===== config.mk =====
export PLATFORM = sky130hd
export DESIGN_NAME = mfc_composer
export DESIGN_NICKNAME = d
export VERILOG_FILES = /design/src/rtl/mfc_pkg.sv /design/src/rtl/mfc_timing.sv /design/src/rtl/mfc_slot_class.sv /design/src/rtl/mfc_composer.sv
export SDC_FILE = /design/constraint.sdc
export NUM_CORES = 1
export LEC_CHECK = 0
export BUFFER_PORTS_ARGS = -buffer_cell sky130_fd_sc_hd__buf_4
export CORE_UTILIZATION = 45
export CTS_BUF_LIST = sky130_fd_sc_hd__clkbuf_8
export DETAILED_ROUTE_END_ITERATION = 7
export SYNTH_ARGS = -nofsm -noshare
export SYNTH_HDL_FRONTEND = slang
export SYNTH_SLANG_ARGS = --single-unit

===== constraint.sdc =====
create_clock -name clk -period 3.9 [get_ports clk]
set_input_delay 1.17 -clock clk [delete_from_list [all_inputs] [get_ports clk]]
set_output_delay 1.17 -clock clk [all_outputs]
set_load 0.02 [all_outputs]

===== src/rtl/mfc_pkg.sv =====
package mfc_pkg;
    typedef enum logic [2:0] {
        SLOT_BLANK,
        SLOT_HDR,
        SLOT_PASS,
        SLOT_LEAD,
        SLOT_TAIL
    } slot_e;

    localparam logic [7:0] PAD_BYTE = 8'h00;
endpackage


===== src/rtl/mfc_timing.sv =====
module mfc_timing #(
    parameter int LINE_BYTES  = 3200,
    parameter int LINE_BLANK  = 8,
    parameter int LINES       = 625,
    parameter int FRAME_BLANK = 5,
    parameter int POS_W       = 21
) (
    input  logic             clk,
    input  logic             rst_n,
    output logic [POS_W-1:0] pos_o,
    output logic             payload_o,
    output logic             hblank_o,
    output logic             vblank_o,
    output logic             first_o
);
    localparam int LINE_TOT  = LINE_BYTES + LINE_BLANK;
    localparam int FRAME_TOT = LINES + FRAME_BLANK;
    localparam int COL_W     = $clog2(LINE_TOT);
    localparam int LINE_W    = $clog2(FRAME_TOT);
    localparam int PAYLOAD   = LINE_BYTES * LINES;

    typedef struct packed {
        logic [COL_W-1:0]  col;
        logic [LINE_W-1:0] line;
        logic [POS_W-1:0]  pos;
    } tstate_t;

    tstate_t q, d;
    logic    line_end, frame_end;

    always_comb begin
        d         = q;
        hblank_o  = q.col >= COL_W'(LINE_BYTES);
        vblank_o  = q.line >= LINE_W'(LINES);
        payload_o = !hblank_o && !vblank_o;
        line_end  = q.col == COL_W'(LINE_TOT - 1);
        frame_end = line_end && (q.line == LINE_W'(FRAME_TOT - 1));
        if (line_end) begin
            d.col  = '0;
            d.line = frame_end ? '0 : q.line + LINE_W'(1);
        end else begin
            d.col = q.col + COL_W'(1);
        end
        if (frame_end)      d.pos = '0;
        else if (payload_o) d.pos = q.pos + POS_W'(1);
        pos_o   = q.pos;
        first_o = payload_o && (q.pos == '0);
    end

    always_ff @(posedge clk or negedge rst_n) begin
        if (!rst_n) q <= '0;
        else        q <= d;
    end

    // a payload position never reaches the payload size
    p_pos_range_r1: assert property (@(posedge clk) disable iff (!rst_n)
        payload_o |-> (int'(pos_o) < PAYLOAD));
    // position 0 only at the top-left corner of the meta-frame
    p_first_corner_r2: assert property (@(posedge clk) disable iff (!rst_n)
        first_o |-> (q.col == '0 && q.line == '0));
endmodule


===== src/rtl/mfc_slot_class.sv =====
module mfc_slot_class
    import mfc_pkg::*;
#(
    parameter int POS_W     = 21,
    parameter int HDR_BYTES = 128
) (
    input  logic             payload_i,
    input  logic [POS_W-1:0] pos_i,
    input  logic [POS_W-1:0] pass_start_i,
    input  logic [POS_W:0]   pass_end_i,
    output slot_e            slot_o
);
    logic [POS_W:0] pos_x;

    always_comb begin
        pos_x = {1'b0, pos_i};
        if (!payload_i)                             slot_o = SLOT_BLANK;
        else if (pos_x < (POS_W+1)'(HDR_BYTES))     slot_o = SLOT_HDR;
        else if (pos_x >= pass_end_i)               slot_o = SLOT_TAIL;
        else if (pos_x >= {1'b0, pass_start_i})     slot_o = SLOT_PASS;
        else                                        slot_o = SLOT_LEAD;
    end
endmodule


===== src/rtl/mfc_composer.sv =====
module mfc_composer
    import mfc_pkg::*;
#(
    parameter int LINE_BYTES  = 3200,
    parameter int LINE_BLANK  = 8,
    parameter int LINES       = 625,
    parameter int FRAME_BLANK = 5,
    parameter int HDR_BYTES   = 128,
    parameter int LVL_W       = 12,
    localparam int PAYLOAD    = LINE_BYTES * LINES,
    localparam int POS_W      = $clog2(PAYLOAD)
) (
    input  logic             clk,
    input  logic             rst_n,
    input  logic             mode_i,
    input  logic [POS_W-1:0] pass_start_i,
    input  logic [POS_W-1:0] pass_len_i,
    input  logic [7:0]       pass_data_i,
    input  logic             pass_valid_i,
    output logic             pass_ready_o,
    input  logic [7:0]       bs_data_i,
    input  logic [LVL_W-1:0] bs_level_i,
    output logic             bs_pop_o,
    output logic [7:0]       out_data_o,
    output logic             out_valid_o,
    output logic             out_hblank_o,
    output logic             out_vblank_o,
    output logic             out_sof_o,
    output logic             underrun_o
);
    localparam int CMP_W = (LVL_W > POS_W + 1) ? LVL_W : POS_W + 1;

    typedef struct packed {
        logic             mode;
        logic [POS_W-1:0] pstart;
        logic [POS_W:0]   pend;
        logic             carry_pend;
        logic             carry_act;
        logic [7:0]       data;
        logic             valid;
        logic             hb;
        logic             vb;
        logic             sof;
        logic             und;
    } cstate_t;

    cstate_t q, d;

    logic [POS_W-1:0] pos;
    logic             payload, hblank, vblank, first;
    slot_e            slot;
    logic [CMP_W-1:0] lvl_x, tail_x;
    logic             tail_first, fifo_has;

    mfc_timing #(
        .LINE_BYTES (LINE_BYTES),
        .LINE_BLANK (LINE_BLANK),
        .LINES      (LINES),
        .FRAME_BLANK(FRAME_BLANK),
        .POS_W      (POS_W)
    ) u_timing (
        .clk      (clk),
        .rst_n    (rst_n),
        .pos_o    (pos),
        .payload_o(payload),
        .hblank_o (hblank),
        .vblank_o (vblank),
        .first_o  (first)
    );

    mfc_slot_class #(
        .POS_W    (POS_W),
        .HDR_BYTES(HDR_BYTES)
    ) u_class (
        .payload_i   (payload),
        .pos_i       (pos),
        .pass_start_i(q.pstart),
        .pass_end_i  (q.pend),
        .slot_o      (slot)
    );

    always_comb begin
        d     = q;
        d.sof = first;
        d.und = 1'b0;
        d.hb  = hblank;
        d.vb  = vblank;
        d.valid = payload;

        fifo_has   = bs_level_i != '0;
        lvl_x      = CMP_W'(bs_level_i);
        tail_x     = CMP_W'((POS_W+1)'(PAYLOAD) - q.pend);
        tail_first = (slot == SLOT_TAIL) && ({1'b0, pos} == q.pend);

        // per-meta-frame configuration and carry hand-over
        if (first) begin
            d.mode       = mode_i;
            d.pstart     = pass_start_i;
            d.pend       = {1'b0, pass_start_i} + {1'b0, pass_len_i};
            d.carry_act  = q.carry_pend;
            d.carry_pend = 1'b0;
        end
        if (tail_first && q.mode && (lvl_x > tail_x))
            d.carry_pend = 1'b1;

        bs_pop_o     = fifo_has && ((slot == SLOT_TAIL) ||
                                    (slot == SLOT_LEAD && q.carry_act));
        pass_ready_o = (slot == SLOT_PASS) && pass_valid_i;

        if (bs_pop_o)          d.data = bs_data_i;
        else if (pass_ready_o) d.data = pass_data_i;
        else                   d.data = PAD_BYTE;

        if (slot == SLOT_PASS && !pass_valid_i) d.und = 1'b1;
    end

    always_ff @(posedge clk or negedge rst_n) begin
        if (!rst_n) q <= '0;
        else        q <= d;
    end

    assign out_data_o   = q.data;
    assign out_valid_o  = q.valid;
    assign out_hblank_o = q.hb;
    assign out_vblank_o = q.vb;
    assign out_sof_o    = q.sof;
    assign underrun_o   = q.und;

    p_ready_needs_valid_r4: assert property (@(posedge clk) disable iff (!rst_n)
        pass_ready_o |-> pass_valid_i);
    p_underrun_pads_r5: assert property (@(posedge clk) disable iff (!rst_n)
        underrun_o |-> (out_valid_o && out_data_o == PAD_BYTE));
    p_pop_nonempty_r6: assert property (@(posedge clk) disable iff (!rst_n)
        bs_pop_o |-> (bs_level_i != '0));
    p_one_source_r7: assert property (@(posedge clk) disable iff (!rst_n)
        bs_pop_o |-> !pass_ready_o);
    p_blank_quiet_r1: assert property (@(posedge clk) disable iff (!rst_n)
        (out_hblank_o || out_vblank_o) |-> (!out_valid_o && out_data_o == PAD_BYTE));
    p_sof_pulse_r2: assert property (@(posedge clk) disable iff (!rst_n)
        out_sof_o |=> !out_sof_o);
    p_pop_lands_r12: assert property (@(posedge clk) disable iff (!rst_n)
        bs_pop_o |=> (out_data_o == $past(bs_data_i)));
endmodule


# Yosys cells after proc, flatten, opt, wreduce, memory -nomap -nowiden
# Cells that the tools add are included.
# W data, S select, Z words.
[totals]
register_bits = 102
wordCells = 62
[op_classes]
n_addsub = 5
magnitude_cmp = 6
n_eq_ne = 6
mux = 13
n_reduce_logical = 18
[op_table]
columns = ["cell", "count"]
rows = [
  ["$mux W21", 2],
  ["$add A21 B21 Y22", 1],
  ["$eq A21 B22 Y1", 1],
  ["$ge A21 B22 Y1", 1],
  ["$gt A12 B22 Y1", 1],
  ["$sub A21 B22 Y22 const A", 1],
  ["$add A21 B1 Y21 const B", 1],
  ["$ge A21 B21 Y1", 1],
  ["$logic_not A21 Y1", 1],
  ["$lt A21 B8 Y1 const B", 1],
  ["$mux W8", 2],
  ["$add A12 B1 Y12 const B", 1],
  ["$eq A12 B12 Y1 const B", 1],
  ["$ge A12 B12 Y1 const B", 1],
  ["$mux W12", 1],
  ["$reduce_bool A12 Y1", 1],
  ["$add A10 B1 Y10 const B", 1],
  ["$eq A10 B10 Y1 const B", 1],
  ["$ge A10 B10 Y1 const B", 1],
  ["$logic_and A1 B1 Y1", 10],
  ["$mux W10", 1],
  ["$mux W3", 3],
  ["$eq A3 B2 Y1 const B", 2],
  ["$reduce_bool A2 Y1", 2],
  ["other kinds (5)", 9],
]

# Longest topological paths before layout
# Gate-level depths: netlist of run 1.
[depth]
word_depth = 10
ltp_mapped = 13
ltp_nobuf = 13

# By module
# From an unflattened synthesis of run 1, not the netlist that was laid out.
[unflattened]
cells_unflattened = 859
hier_area_um2 = 7931.4
[by_module_without_submodules]
columns = ["module", "n_inst", "cells_each", "area_each_um2"]
rows = [
  ["mfc_composer", 1, 434, 4185.3],
  ["mfc_timing", 1, 272, 2655.0],
  ["mfc_slot_class", 1, 153, 1091.0],
]

# Worst setup path after synthesis of run 1
# Ideal clock, no wire load.
[synth_path]
path_type = "register to output"
startpoint = "reg q[18] (netlist name)"
endpoint = "out pass_ready_o"
arrival_ps = 2225
setup_slack_ps = 505
path_stages_with_launch = 10
n_path_buf = 0
cell_sequence = "dfrtp_1 -> inv_1 -> ha_1 -> a21o_1 -> a21oi_1 -> nor2b_1 -> o31ai_1 -> o21ai_0 -> a21oi_1 -> nor3b_2"
[synth_via]
elab_chain_cells = 6
[synth_lines]
columns = ["element", "line", "text"]
rows = [
  ["start, declared", "mfc_composer.sv:47", "cstate_t q, d;"],
  ["start signal, assigned", "mfc_composer.sv:118", "if (!rst_n) q <= '0;"],
  ["start signal, assigned", "mfc_composer.sv:119", "else q <= d;"],
  ["$ge A21 B22 Y1", "mfc_slot_class.sv:19", "else if (pos_x >= pass_end_i) slot_o = SLOT_TAIL;"],
  ["$mux W3", "mfc_slot_class.sv:19", ""],
  ["$mux W3", "mfc_slot_class.sv:18", "else if (pos_x < (POS_W+1)'(HDR_BYTES)) slot_o = SLOT_HDR;"],
  ["$mux W3", "mfc_slot_class.sv:17", "if (!payload_i) slot_o = SLOT_BLANK;"],
  ["$eq A3 B2 Y1", "mfc_composer.sv:108", "pass_ready_o = (slot == SLOT_PASS) && pass_valid_i;"],
  ["$logic_and A1 B1 Y1", "mfc_composer.sv:108", ""],
  ["end, declared", "mfc_composer.sv:20", "output logic pass_ready_o,"],
]
# No other way between the ends.

# Worst setup path after layout of run 1
[layout_path]
startpoint = "reg u_timing.q (netlist bit u_timing.pos_o[14])"
endpoint = "out bs_pop_o"
[layout_via]
elab_chain_cells = 9
[layout_lines]
columns = ["element", "line", "text"]
rows = [
  ["start, declared", "mfc_timing.sv:28", "tstate_t q, d;"],
  ["start signal, assigned", "mfc_timing.sv:51", "if (!rst_n) q <= '0;"],
  ["start signal, assigned", "mfc_timing.sv:52", "else q <= d;"],
  ["$ge A21 B21 Y1", "mfc_slot_class.sv:20", "else if (pos_x >= {1'b0, pass_start_i}) slot_o = SLOT_PASS;"],
  ["$mux W1", "mfc_slot_class.sv:20", ""],
  ["$mux W3", "mfc_slot_class.sv:19", ""],
  ["$mux W3 (*)", "mfc_slot_class.sv:18", ""],
  ["$mux W3 (*)", "mfc_slot_class.sv:17", ""],
  ["$eq A3 B2 Y1", "mfc_composer.sv:107", "(slot == SLOT_LEAD && q.carry_act));"],
  ["$logic_and A1 B1 Y1", "mfc_composer.sv:107", ""],
  ["$logic_or A1 B1 Y1 (*)", "mfc_composer.sv:106", "bs_pop_o = fifo_has && ((slot == SLOT_TAIL) ||"],
  ["$logic_and A1 B1 Y1 (*)", "mfc_composer.sv:106", ""],
  ["end, declared", "mfc_composer.sv:23", "output logic bs_pop_o,"],
]
# Every way passes the cells marked *; elsewhere a longest branch is shown, timed or not.

==> impl_results.md, run 1 <==
- Lkg Pwr: approximately 0.0041 µW
- Count of cell types in the netlist: between 60 and 70
- Final setup vio count: 0
- CP delay by family, top: compound AO/OA/AOI/OAI gates
- Reg2reg start: q[19]$_DFFE_PN0P_
- Reg2Reg Setup Slack: approximately 0.7 ns
- Critical path buffer and inverter count: 1
- Fmax: between 0.2 and 0.3 GHz
- H-tree depth: 3
- Top cells by area, synth: dfrtp_1 37%, ha_1 15%, nand2_1 4.6%
- Area Growth Syn to Fin: 16.6%
- Synth top area share: between 30% and 40%
- Max Clock Skew: around 0.0096 ns
- CTS sink cnt: between 100 and 150
- Power density cells: between 300 and 400 nW/µm²
- Post-synth top area cell: dfrtp_1
- Syn. warnings: 0
- CP Depth: 9
- Overall power consumption: about 2600 µW
- Status: finished with violations
- Number of global-route vias before repair: approximately 5700
- Post-Route WL: between 15000 and 20000 µm
- Maximum vdd ir drop: 186 µV
- Ys async rst share: between 90% and 100%
- Main synth FF type: dfrtp_1
- Die H: about 130 µm
- Mapped Area: a little under 7000 µm²
- Syn nets: slightly above 900
- Vias per inst: between 5 and 6
- Synthesized instance count: 772
- Die Wd: between 100 and 150 µm
- Worst path slowest cell: dfrtp_1
- CTS tree: yes
- DP HPWL: roughly 13000 µm
- CP max FO: 6
- TritonCTS Buffers: 9
- Routed vias: roughly 5900
- Largest net degree at the start of global routing: 58
- DRT Pass-1 Iters: 7
- Max Slew Vio Count: 0
- Final worst path period need: 3.80 ns
- Cell Chain, Critical Path: ha_1, a21o_1, a21o_1, a21oi_1, nor2_1, a211oi_2, o211ai_1, a21oi_4, buf_4
- Least-Margin Pin Slew: just under 0.9 ns
- Die area: 16000 µm²
- I/O pins: 89
- Synthesis-stage register bit count: between 100 and 150
- Most used cell, CP: a21o_1
- Maxcap violations: 0
- Routability cong.: between 0.8 and 0.9
- DRT iter0 DRCs: 366
- Crit. End Element: primary output
- Worst slew margin: 41.8%
- I/O Buffers: 88
- Critical Path Source Type: register
- Routed WL per cell: between 15 and 20 µm
- Sequential area share after synthesis: between 30 and 40%
- First-pass GRT wire length: 28600 µm
- Initial antenna violation count: 0
- Commonest non-fill, non-tap cell in the layout: buf_4
- Final net count: approximately 1000
- CORE AREA: 15100 µm²
- Worst reg-to-reg path cell count: 11
- Final hold viol count: 0
- Worst EP arrival: 2.63 ns
- Inserted Diodes: 0
- Worst Setup EP: bs_pop_o
- Filler cell count: between 1000 and 1500
- Synth Area per Inst: between 9 and 10 µm²
- CP peak stage delay: ~0.47 ns
- Most frequent cells in the layout: 102 x buf_4, 93 x dfrtp_1, 85 x nand2_1
- Final worst-path cycle share: roughly 97%
- Failing checks: design-rule violations
- CP required: around 2.7 ns
- Drt drc: 2
- Share of post-route cells with drive strength above 1: between 15 and 20%
- Worst-skew pair later-pin latency: about 0.38 ns
- R2r endpoint: q[14]$_DFFE_PN0P_
- Hold Path Class: register to register
- Total gr overflow: 0
- Setup_tns: 0 ns
- Number of synthesized flops with an enable pin: 0
- Reg clk slew, reported paths: approximately 0.090 ns
- Routed Antenna Nets: 0
- Core Rows: 45
- Gr usage total: between 20 and 25%
- Setup crit start: u_timing.pos_o[14]$_DFFE_PN0P_
- Initial core utilization: 46.0%
- Clk root buf: clkbuf_8
- Clock Tree Buf Depth: 2
- Critical path type: register to primary output
[power by group]
| part | switching [µW] | internal [µW] | total (µW) |
|---|---|---|---|
| clock | 385 | 364 | 749 |
| sequential | 84.2 | 1120 | 1200 |
| combinational | 348 | 280 | 629 |
| total | 818 | 1760 | 2580 |
[kinds of logic after synthesis]
kind of cell | after synthesis | synth area share [%]
XOR/XNOR | 59 | 7.42
AND/OR/NAND/NOR | 259 | 18.6
adder cells (fa/ha/maj) | 84 | 15.2
flip-flops | 102 | 36.7
AO/OA/AOI/OAI | 183 | 16.9
buffers and inverters | 85 | 5.26
[synth_stat cells (3+ instances only)]
cell	instances
a21oi_1	40
o31ai_1	4
xor2_1	32
nor2b_1	4
nor3_2	3
dfrtp_1	102
nor2_1	49
o2111ai_1	3
a21oi_2	3
and3_1	13
nor3_1	11
nand2_1	85
xnor2_1	27
o21ai_0	58
buf_4	8
nand3_1	32
nand4_1	18
nand2b_1	4
o21ai_1	8
inv_1	58
nor4_1	14
ha_1	83
and2_1	3
or3_1	8
a31oi_1	8
a22o_1	8
a21o_1	25
o211ai_1	4
clkbuf_1	14
o21a_1	3
[layout make-up]
type / count / area [µm²] / area share (%)
multi-input combinational: 585 / 4090 / 50.4
sequential: 102 / 2560 / 31.6
timing repair buffer: 103 / 786 / 9.68
tap: 188 / 235 / 2.90
inverter: 59 / 221 / 2.73
clock buffer: 9 / 124 / 1.53
clock inverter: 7 / 97.6 / 1.20
[routing by layer]
metal | wire [µm] | share of wire, % | up-vias | global-route usage, %
li1 | - | - | 2903 | -
met3 | 741 | 4.3 | 17 | 4.13
met4 | 323 | 1.9 | 0 | 6.24
met1 | 8140 | 47 | 2801 | 29.7
met5 | 0 | 0 | - | 0
met2 | 8060 | 47 | 159 | 38.0
[worst min path at each step]
stage | slack, ns | cells past startpoint | to | startpoint
5_1_grt | 0.53 | 2 | q[58]$_DFFE_PN0P_ | q[58]$_DFFE_PN0P_
3_5_place_dp | 0.47 | 2 | q[13]$_DFFE_PN0P_ | q[13]$_DFFE_PN0P_
4_1_cts | 0.50 | 2 | q[13]$_DFFE_PN0P_ | q[13]$_DFFE_PN0P_
2_1_floorplan | 0.44 | 2 | q[13]$_DFFE_PN0P_ | q[14]$_DFFE_PN0P_
3_3_place_gp | 0.46 | 2 | q[13]$_DFFE_PN0P_ | q[13]$_DFFE_PN0P_
6_report | 0.49 | 2 | q[38]$_DFFE_PN0P_ | q[38]$_DFFE_PN0P_
[registers in the layout, summed over array words and instances, names as in the netlist]
| signal | flops |
|---|---|
| q | 46 |
| out_vblank_o | 1 |
| u_timing.q | 22 |
| out_data_o | 8 |
| out_hblank_o | 1 |
| u_timing.pos_o | 21 |
| underrun_o | 1 |
| out_sof_o | 1 |
| out_valid_o | 1 |
[repair_timing]
action | in CTS | in global routing
hold endpoints to repair | 0 | 0
setup endpoints to repair | 1 | 2
pin swaps | 0 | 3
buffers inserted | 1 | 3
hold buffers | 0 | 0
gates resized for setup | 4 | 15
[tightest hold or removal path: cells and delay by family (launching register included)]
| family | cells | cell delay (ns) |
|---|---|---|
| compound gates | 1 | 0.06 |
| flops | 1 | 0.36 |
| simple gates | 1 | 0.05 |
[through the flow]
stage                     instances  hold slack (ns)  worst slack [ns]  util (%)  cell area [µm²]
after CTS                      1050            0.496            0.0177      53.2             8060
after floorplan                 772            0.439             0.505         -             6960
after detailed placement       1033            0.471             0.246      51.6             7810
final                          1053            0.493             0.100      53.6             8120
after global placement         1033            0.462             0.402      51.6             7810
after global routing           1053            0.530           -0.0412      53.6             8120
(Power assumes the default switching activity.)
==> run 2: changes to the inputs <==
- CORE_UTILIZATION: 45 -> 60
- PLACE_DENSITY: not set -> 0.82
==> run 2 against run 1 <==
  * The flow now finishes without violations
  * Register-to-register slack got worse by 0.09 ns
  * Via count rose by 2.1%
  * Global-route usage rose by 6.9 points
  * Clock skew fell by 0.0031 ns
  * Combinational power fell by 0.6%
  * Power fell by 4.6%
  * Utilization rose by 18 points
  * Maximum frequency rose by 1.0%
  * Count of clock-buffer cells in the layout rose by 2
  * Cell count fell by 5.0%
  * Critical path type unchanged
  * Critical endpoint is now pass_ready_o
  * Largest cell class unchanged
==> impl_results.md, run 2 (same netlist as run 1, synthesis figures left out) <==
- Worst slew margin: 40.8% (was 41.8%)
- CORE AREA: 11100 µm² (was 15100 µm²)
- DP HPWL: 12700 µm (was 13200 µm)
- Vias per inst: 6.00 (was 5.58)
- I/O pins: 89 (unchanged)
- Worst reg-to-reg path cell count: 11 (unchanged)
- I/O Buffers: 88 (unchanged)
- Post-Route WL: 16600 µm (was 17300 µm)
- Hold Path Class: register to register (unchanged)
- CP max FO: 7 (was 6)
- Worst-skew pair later-pin latency: 0.38 ns (about the same)
- Largest net degree at the start of global routing: 60 (was 58)
- Least-Margin Pin Slew: 0.888 ns (was 0.873 ns)
- Commonest non-fill, non-tap cell in the layout: dfrtp_1 (was buf_4)
- Most frequent cells in the layout: 99 x dfrtp_1, 96 x buf_4, 85 x nand2_1 (was 102 x buf_4, 93 x dfrtp_1, 85 x nand2_1)
- Final Cell Area: 7970 µm² (was 8120 µm²)
- Maximum vdd ir drop: 333 µV (was 186 µV)
- Total gr overflow: 0 (unchanged)
- Initial antenna violation count: 0 (unchanged)
- Routed vias: 6003 (was 5880)
- H-tree depth: 3 (unchanged)
- Area Growth Syn to Fin: 14.5% (was 16.6%)
- Post-Place Cell Area: 7730 µm² (was 7810 µm²)
- Hold_buf cts: 0 (unchanged)
- Share of post-route cells with drive strength above 1: 16.5% (was 17.8%)
- DRT iter0 DRCs: 393 (was 366)
- Worst path slowest cell: dfrtp_2 (was dfrtp_1)
- Overall power consumption: 2460 µW (was 2580 µW)
- Power density cells: 308 nW/µm² (was 317 nW/µm²)
- Max Clock Skew: 0.00647 ns (was 0.00956 ns)
- CP Depth: 9 (unchanged)
- Fmax: 0.266 GHz (was 0.263 GHz)
- DRT Pass-1 Iters: 5 (was 7)
- Placed insts: 983 (was 1033)
- First-pass GRT wire length: 27000 µm (was 28600 µm)
- Gr usage total: 29.4% (was 22.6%)
- Final setup vio count: 0 (unchanged)
- Final Non-Filler Cells: 1000 (was 1053)
- Routed Antenna Nets: 0 (unchanged)
- Pre-CTS setup slack: 0.324 ns (was 0.246 ns)
- Lkg Pwr: 0.00404 µW (was 0.00406 µW)
- Critical Path Source Type: register (unchanged)
- Max reg flops: 46 (unchanged)
- Maxcap violations: 0 (unchanged)
- Reg clk slew, reported paths: 0.10 ns (was 0.09 ns)
- Crit. End Element: primary output (unchanged)
- Final hold viol count: 0 (unchanged)
- Filler cell count: 876 (was 1395)
- Critical path buffer and inverter count: 1 (unchanged)
- Final worst path period need: 3.76 ns (was 3.80 ns)
- Final worst-path cycle share: 96.5% (was 97.4%)
- Worst EP arrival: 2.59 ns (was 2.63 ns)
- Die H: 110 µm (was 126 µm)
- CTS sink cnt: 102 (unchanged)
- TritonCTS Buffers: 9 (unchanged)
- Cell Chain, Critical Path: ha_1, a21o_1, a21oi_1, nor2b_1, o31ai_2, o21ai_1, a21oi_2, nor3b_4, buf_6 (was ha_1, a21o_1, a21o_1, a21oi_1, nor2_1, a211oi_2, o211ai_1, a21oi_4, buf_4)
- Initial core utilization: 62.9% (was 46.0%)
- Drt drc: 0 (was 2)
- Max Slew Vio Count: 0 (unchanged)
- Number of global-route vias before repair: 5780 (was 5726)
- Die area: 12000 µm² (was 16000 µm²)
- Final hold slack: 0.498 ns (was 0.493 ns)
- Setup slack after layout: 0.138 ns (was 0.100 ns)
- CP peak stage delay: 0.48 ns (was 0.47 ns)
- Core Rows: 38 (was 45)
- Register bank with the most flops: q (unchanged)
- Final net count: 1013 (was 1018)
- Inserted Diodes: 0 (unchanged)
- Status: finished, final reports clean (was finished with violations)
- CTS tree: yes (unchanged)
- Routed WL per cell: 16.6 µm (was 16.4 µm)
- Die Wd: 110 µm (was 126 µm)
- Clock Tree Buf Depth: 2 (unchanged)
- CP delay by family, top: compound AO/OA/AOI/OAI gates (unchanged)
- Routability cong.: 0.948 (was 0.876)
- Clk root buf: clkbuf_8 (unchanged)
- WHS Path Cells: 2 (unchanged)
- CP required: 2.73 ns (about the same)
- Critical path type: register to primary output (unchanged)
-- run 2: changes by cell type in the layout (fill, tap and decap cells not counted), sizes merged --
cell,before,now
inv,60,61
buf,103,98
clkbuf,9,11
clkinvlp,2,1
bufinv,2,0
-- run 2: repair_timing --
| item | in CTS | in global routing |
|---|---|---|
| buffers inserted | 1 | 0 |
| endpoints found under the hold margin | 0 | 0 |
| resized for setup | 1 | 12 |
| pin swaps | 0 | 1 |
| endpoints found under the setup margin | 1 | 2 |
-- run 2: power breakdown --
part / internal (µW) / switching (µW)
clock network: 267 / 369
registers: 1110 / 81.9
logic: 277 / 348
total: 1660 / 799
-- run 2: per-layer routing --
| metal | GRT usage, % | wire (µm) | up-vias |
|---|---|---|---|
| li1 | - | - | 2895 |
| met1 | 37.3 | 7290 | 2878 |
| met2 | 49.5 | 7860 | 197 |
| met3 | 5.69 | 963 | 33 |
| met4 | 11.6 | 487 | 0 |
| met5 | 0 | 0 | - |
-- run 2: final cells by class --
type / count / area (µm²) / share of cell area (%)
sequential: 102 / 2560 / 32.1
clock buffer: 11 / 151 / 1.90
timing repair buffer: 98 / 752 / 9.43
clock inverter: 5 / 33.8 / 0.424
multi-input combinational: 585 / 4080 / 51.2
inverter: 59 / 221 / 2.78
tap: 140 / 175 / 2.20
-- run 2: path summary, 6_finish.rpt --
path | start | to | slack [ns]
worst max-delay path | u_timing.pos_o[3]$_DFFE_PN0P_ | pass_ready_o | 0.14
worst min-delay path | q[14]$_DFFE_PN0P_ | q[13]$_DFFE_PN0P_ | 0.50
worst max register to register | q[19]$_DFFE_PN0P_ | q[14]$_DFFE_PN0P_ | 0.59
worst min register to register | q[14]$_DFFE_PN0P_ | q[13]$_DFFE_PN0P_ | 0.50
max in group asynchronous | rst_n | u_timing.pos_o[3]$_DFFE_PN0P_ | 2.42
min in group asynchronous | rst_n | q[40]$_DFFE_PN0P_ | 0.77
-- run 2: worst register-to-register path, cell delays in order, from the launching register on --
cell	delay [ns]
dfrtp_1	0.50
nor4_4	0.43
a21oi_2	0.15
o31ai_4	0.39
xnor2_1	0.17
ha_1	0.33
o211ai_1	0.09
nor4_1	0.22
nand3_1	0.13
a311o_4	0.40
a2111o_1	0.33
o21ai_2	0.13
-- run 2: stage by stage --
| step | utilization (%) | setup TNS, ns |
|---|---|---|
| CTS | 71.6 | 0 |
| global placement | 69.8 | 0 |
| floorplan | - | 0 |
| finish | 72.0 | 0 |
| detailed placement | 69.8 | 0 |
| global route | 72.0 | -0.00988 |
==> run 3: changes to the inputs <==
- ABC_AREA: not set -> 1
- PLACE_DENSITY: 0.82 -> 0.81
==> run 3 against run 2 <==
  * Register-to-register slack better by 0.56 ns
  * Largest cell class unchanged
  * Power rose by 8.5%
  * Die area is 15% higher
  * Synthesized cell count grew 45%
  * Sequential cell count unchanged
  * Sequential share of layout area decreased by 3.9 points
  * Cell area grew 14%
  * Critical path depth grew 2
==> impl_results.md, run 3 <==
- Status: finished, final reports clean (unchanged)
- Sequential area share after synthesis: 31.7% (was 36.7%)
- Number of synthesized flops with an enable pin: 0 (unchanged)
- Largest net degree at the start of global routing: 57 (was 60)
- Reg2reg start: u_timing.q[28]$_DFFE_PN0N_ (was q[19]$_DFFE_PN0P_)
- Crit. End Element: primary output (unchanged)
- Synth Area per Inst: 7.20 µm² (was 9.02 µm²)
- Setup crit start: q[32]$_DFFE_PN0P_ (was u_timing.pos_o[3]$_DFFE_PN0P_)
- Most common cell in the synthesized netlist: nand2_1 (was dfrtp_1)
- Drt drc: 0 (unchanged)
- Routed WL per cell: 16.3 µm (was 16.6 µm)
- Filler cell count: 1167 (was 876)
- Max Slew Vio Count: 0 (unchanged)
- Main synth FF type: dfrtp_1 (unchanged)
- Vias per inst: 5.73 (was 6.00)
- CORE AREA: 12900 µm² (was 11100 µm²)
- Final hold viol count: 0 (unchanged)
- Register bank with the most flops: q (unchanged)
- Hold_buf cts: 0 (unchanged)
- Power density cells: 293 nW/µm² (was 308 nW/µm²)
- Worst reg-to-reg path cell count: 8 (was 11)
- Synth top area share: 31.7% (was 36.7%)
- Max Clock Skew: 0.0159 ns (was 0.00647 ns)
- Number of global-route vias before repair: 7406 (was 5780)
- Switching power: 956 µW (was 799 µW)
- Max reg flops: 46 (unchanged)
- Final core utilization: 70.7% (was 72.0%)
- Mapped Area: 8050 µm² (was 6960 µm²)
- Setup bufs post-CTS: 0 (was 1)
- Initial antenna violation count: 0 (unchanged)
- Worst-skew pair later-pin latency: 0.40 ns (was 0.38 ns)
- Commonest non-fill, non-tap cell in the layout: nand2_1 (was dfrtp_1)
- R2r endpoint: q[36]$_DFFE_PN0P_ (was q[14]$_DFFE_PN0P_)
- Synthesis-stage register bit count: 102 (unchanged)
- Internal power: 1710 µW (was 1660 µW)
- DRT Pass-1 Iters: 5 (unchanged)
- Die Wd: 118 µm (was 110 µm)
- Final hold slack: 0.494 ns (was 0.498 ns)
- Synthesized instance count: 1118 (was 772)
- Final Non-Filler Cells: 1381 (was 1000)
- Least-Margin Pin Slew: 0.826 ns (was 0.888 ns)
- Area Growth Syn to Fin: 13.1% (was 14.5%)
- DP HPWL: 17800 µm (was 12700 µm)
- Share of post-route cells with drive strength above 1: 13.1% (was 16.5%)
- Sw frac: 35.8% (was 32.5%)
- Final worst-path cycle share: 96.5% (about the same)
- Reg clk slew, reported paths: 0.11 ns (was 0.10 ns)
- Setup_tns: 0 ns (unchanged)
- Initial core utilization: 62.5% (was 62.9%)
- Clock Tree Buf Depth: 2 (unchanged)
- Maxcap violations: 0 (unchanged)
- Die area: 13900 µm² (was 12000 µm²)
- RSZ-0062 raised after global routing: false
- Most frequent cells in the layout: 254 x nand2_1, 143 x inv_1, 117 x nor2_1 (was 99 x dfrtp_1, 96 x buf_4, 85 x nand2_1)
- Clk root buf: clkbuf_8 (unchanged)
- CP required: 2.73 ns (about the same)
- Clock group share of total power: 27.6% (was 25.9%)
- Final net count: 1362 (was 1013)
- Lkg Pwr: 0.00463 µW (was 0.00404 µW)
- Maximum vdd ir drop: 243 µV (was 333 µV)
- CTS sink cnt: 102 (unchanged)
- Routability cong.: 0.951 (was 0.948)
- Ys async rst share: 100% (unchanged)
- Reg2Reg Setup Slack: 1.15 ns (was 0.59 ns)
- Count of cell types in the netlist: 49 (was 63)
- Overall power consumption: 2670 µW (was 2460 µW)
- Final worst path period need: 3.76 ns (about the same)
- First-pass GRT wire length: 36500 µm (was 27000 µm)
- I/O pins: 89 (unchanged)
- Routed Antenna Nets: 0 (unchanged)
- Core Rows: 41 (was 38)
- TritonCTS Buffers: 9 (unchanged)
- Total gr overflow: 0 (unchanged)
- Post-synth top area cell: dfrtp_1 (unchanged)
- Worst EP arrival: 2.59 ns (about the same)
- Die H: 118 µm (was 110 µm)
- H-tree depth: 3 (unchanged)
- Hold Path Class: register to register (unchanged)
- CP max FO: 9 (was 7)
- Inserted Diodes: 0 (unchanged)
- Syn nets: 1276 (was 930)
- Worst slew margin: 44.5% (was 40.8%)
- Syn. warnings: 0 (unchanged)
- Critical path type: register to primary output (unchanged)
- CTS tree: yes (unchanged)
- Top cells by area, synth: dfrtp_1 32%, ha_1 13%, nand2_1 12% (was dfrtp_1 37%, ha_1 15%, nand2_1 4.6%)
- Fmax: 0.266 GHz (about the same)
- Post-Route WL: 22500 µm (was 16600 µm)
- Top post-synthesis cells by count: 254 x nand2_1, 145 x inv_1, 119 x nor2_1 (was 102 x dfrtp_1, 85 x nand2_1, 83 x ha_1)
- Seq pwr share: 44.3% (was 48.7%)
- Routed vias: 7910 (was 6003)
- Gr usage total: 33.4% (was 29.4%)
- I/O Buffers: 88 (unchanged)
- Final setup vio count: 0 (unchanged)
- Worst Setup EP: bs_pop_o (was pass_ready_o)
- Critical Path Source Type: register (unchanged)
- Placed insts: 1365 (was 983)
- DRT iter0 DRCs: 550 (was 393)
- Combinational share of power: 28.1% (was 25.4%)
## run 3: how the worst min path moves through the flow
stage               cells past startpoint                       end  slack (ns)                     start
global placement                        1  u_timing.q[41]$_DFF_PN0_        0.47  u_timing.q[41]$_DFF_PN0_
finish                                  1  u_timing.q[41]$_DFF_PN0_        0.49  u_timing.q[41]$_DFF_PN0_
CTS                                     1  u_timing.q[41]$_DFF_PN0_        0.49  u_timing.q[41]$_DFF_PN0_
floorplan                               1  u_timing.q[41]$_DFF_PN0_        0.45  u_timing.q[41]$_DFF_PN0_
detailed placement                      2         q[14]$_DFFE_PN0P_        0.47         q[14]$_DFFE_PN0P_
global route                            1  u_timing.q[41]$_DFF_PN0_        0.51  u_timing.q[41]$_DFF_PN0_
## run 3: layout make-up
type	count	area, µm²	share of cell area [%]
sequential	102	2570	28.2
clock buffer	9	124	1.36
multi-input combinational	847	4820	52.9
inverter	149	562	6.17
clock inverter	7	93.8	1.03
timing repair buffer	95	726	7.97
tap	172	215	2.36
## run 3: routing by layer
| layer | vias up | global-route usage, % | part of all wire, % |
|---|---|---|---|
| met4 | 0 | 12.2 | 3.1 |
| met5 | - | 0 | 0 |
| met3 | 54 | 6.30 | 7.2 |
| li1 | 3909 | - | - |
| met1 | 3635 | 44.0 | 44 |
| met2 | 312 | 54.5 | 45 |
## run 3: logic make-up after synthesis
group | count (synthesis) | share of synthesized area [%]
and+or+nand+nor | 564 | 31.4
AOI/OAI and AO/OA | 169 | 11.9
buffers and inverters | 169 | 8.64
DFF | 102 | 31.7
adders and majority gates | 84 | 13.1
xor gates and xnor gates | 30 | 3.26
## run 3: power groups by stage
| stage | clock network, µW | logic, µW | registers, µW |
|---|---|---|---|
| detailed placement | 0 | 736 | 1200 |
| floorplan | 0 | 498 | 1170 |
| global route | 788 | 849 | 1190 |
| finish | 736 | 749 | 1180 |
| CTS | 753 | 741 | 1180 |
| global placement | 0 | 727 | 1190 |
## run 3: what timing repair did
action,CTS,global route
endpoints found under the hold margin,0,0
resized for setup,0,18
setup endpoints to repair,0,2
## run 3: worst max-delay path, cell delays in order, from the launching register on
cell     delay (ns)
dfrtp_1        0.44
inv_1          0.14
ha_1           0.33
a21oi_1        0.20
nand2_1        0.09
a21oi_1        0.16
nand3_1        0.12
nor2_2         0.16
o21ai_1        0.10
buf_4          0.17
and2_1         0.14
buf_4          0.15
## run 3: stage by stage
step           setup slack [ns]  cell area (µm²)
6_report                  0.138             9110
5_1_grt                 0.00468             9110
4_1_cts                  0.0886             9080
3_5_place_dp              0.382             8860
3_3_place_gp              0.416             8860
2_1_floorplan             0.743             8050
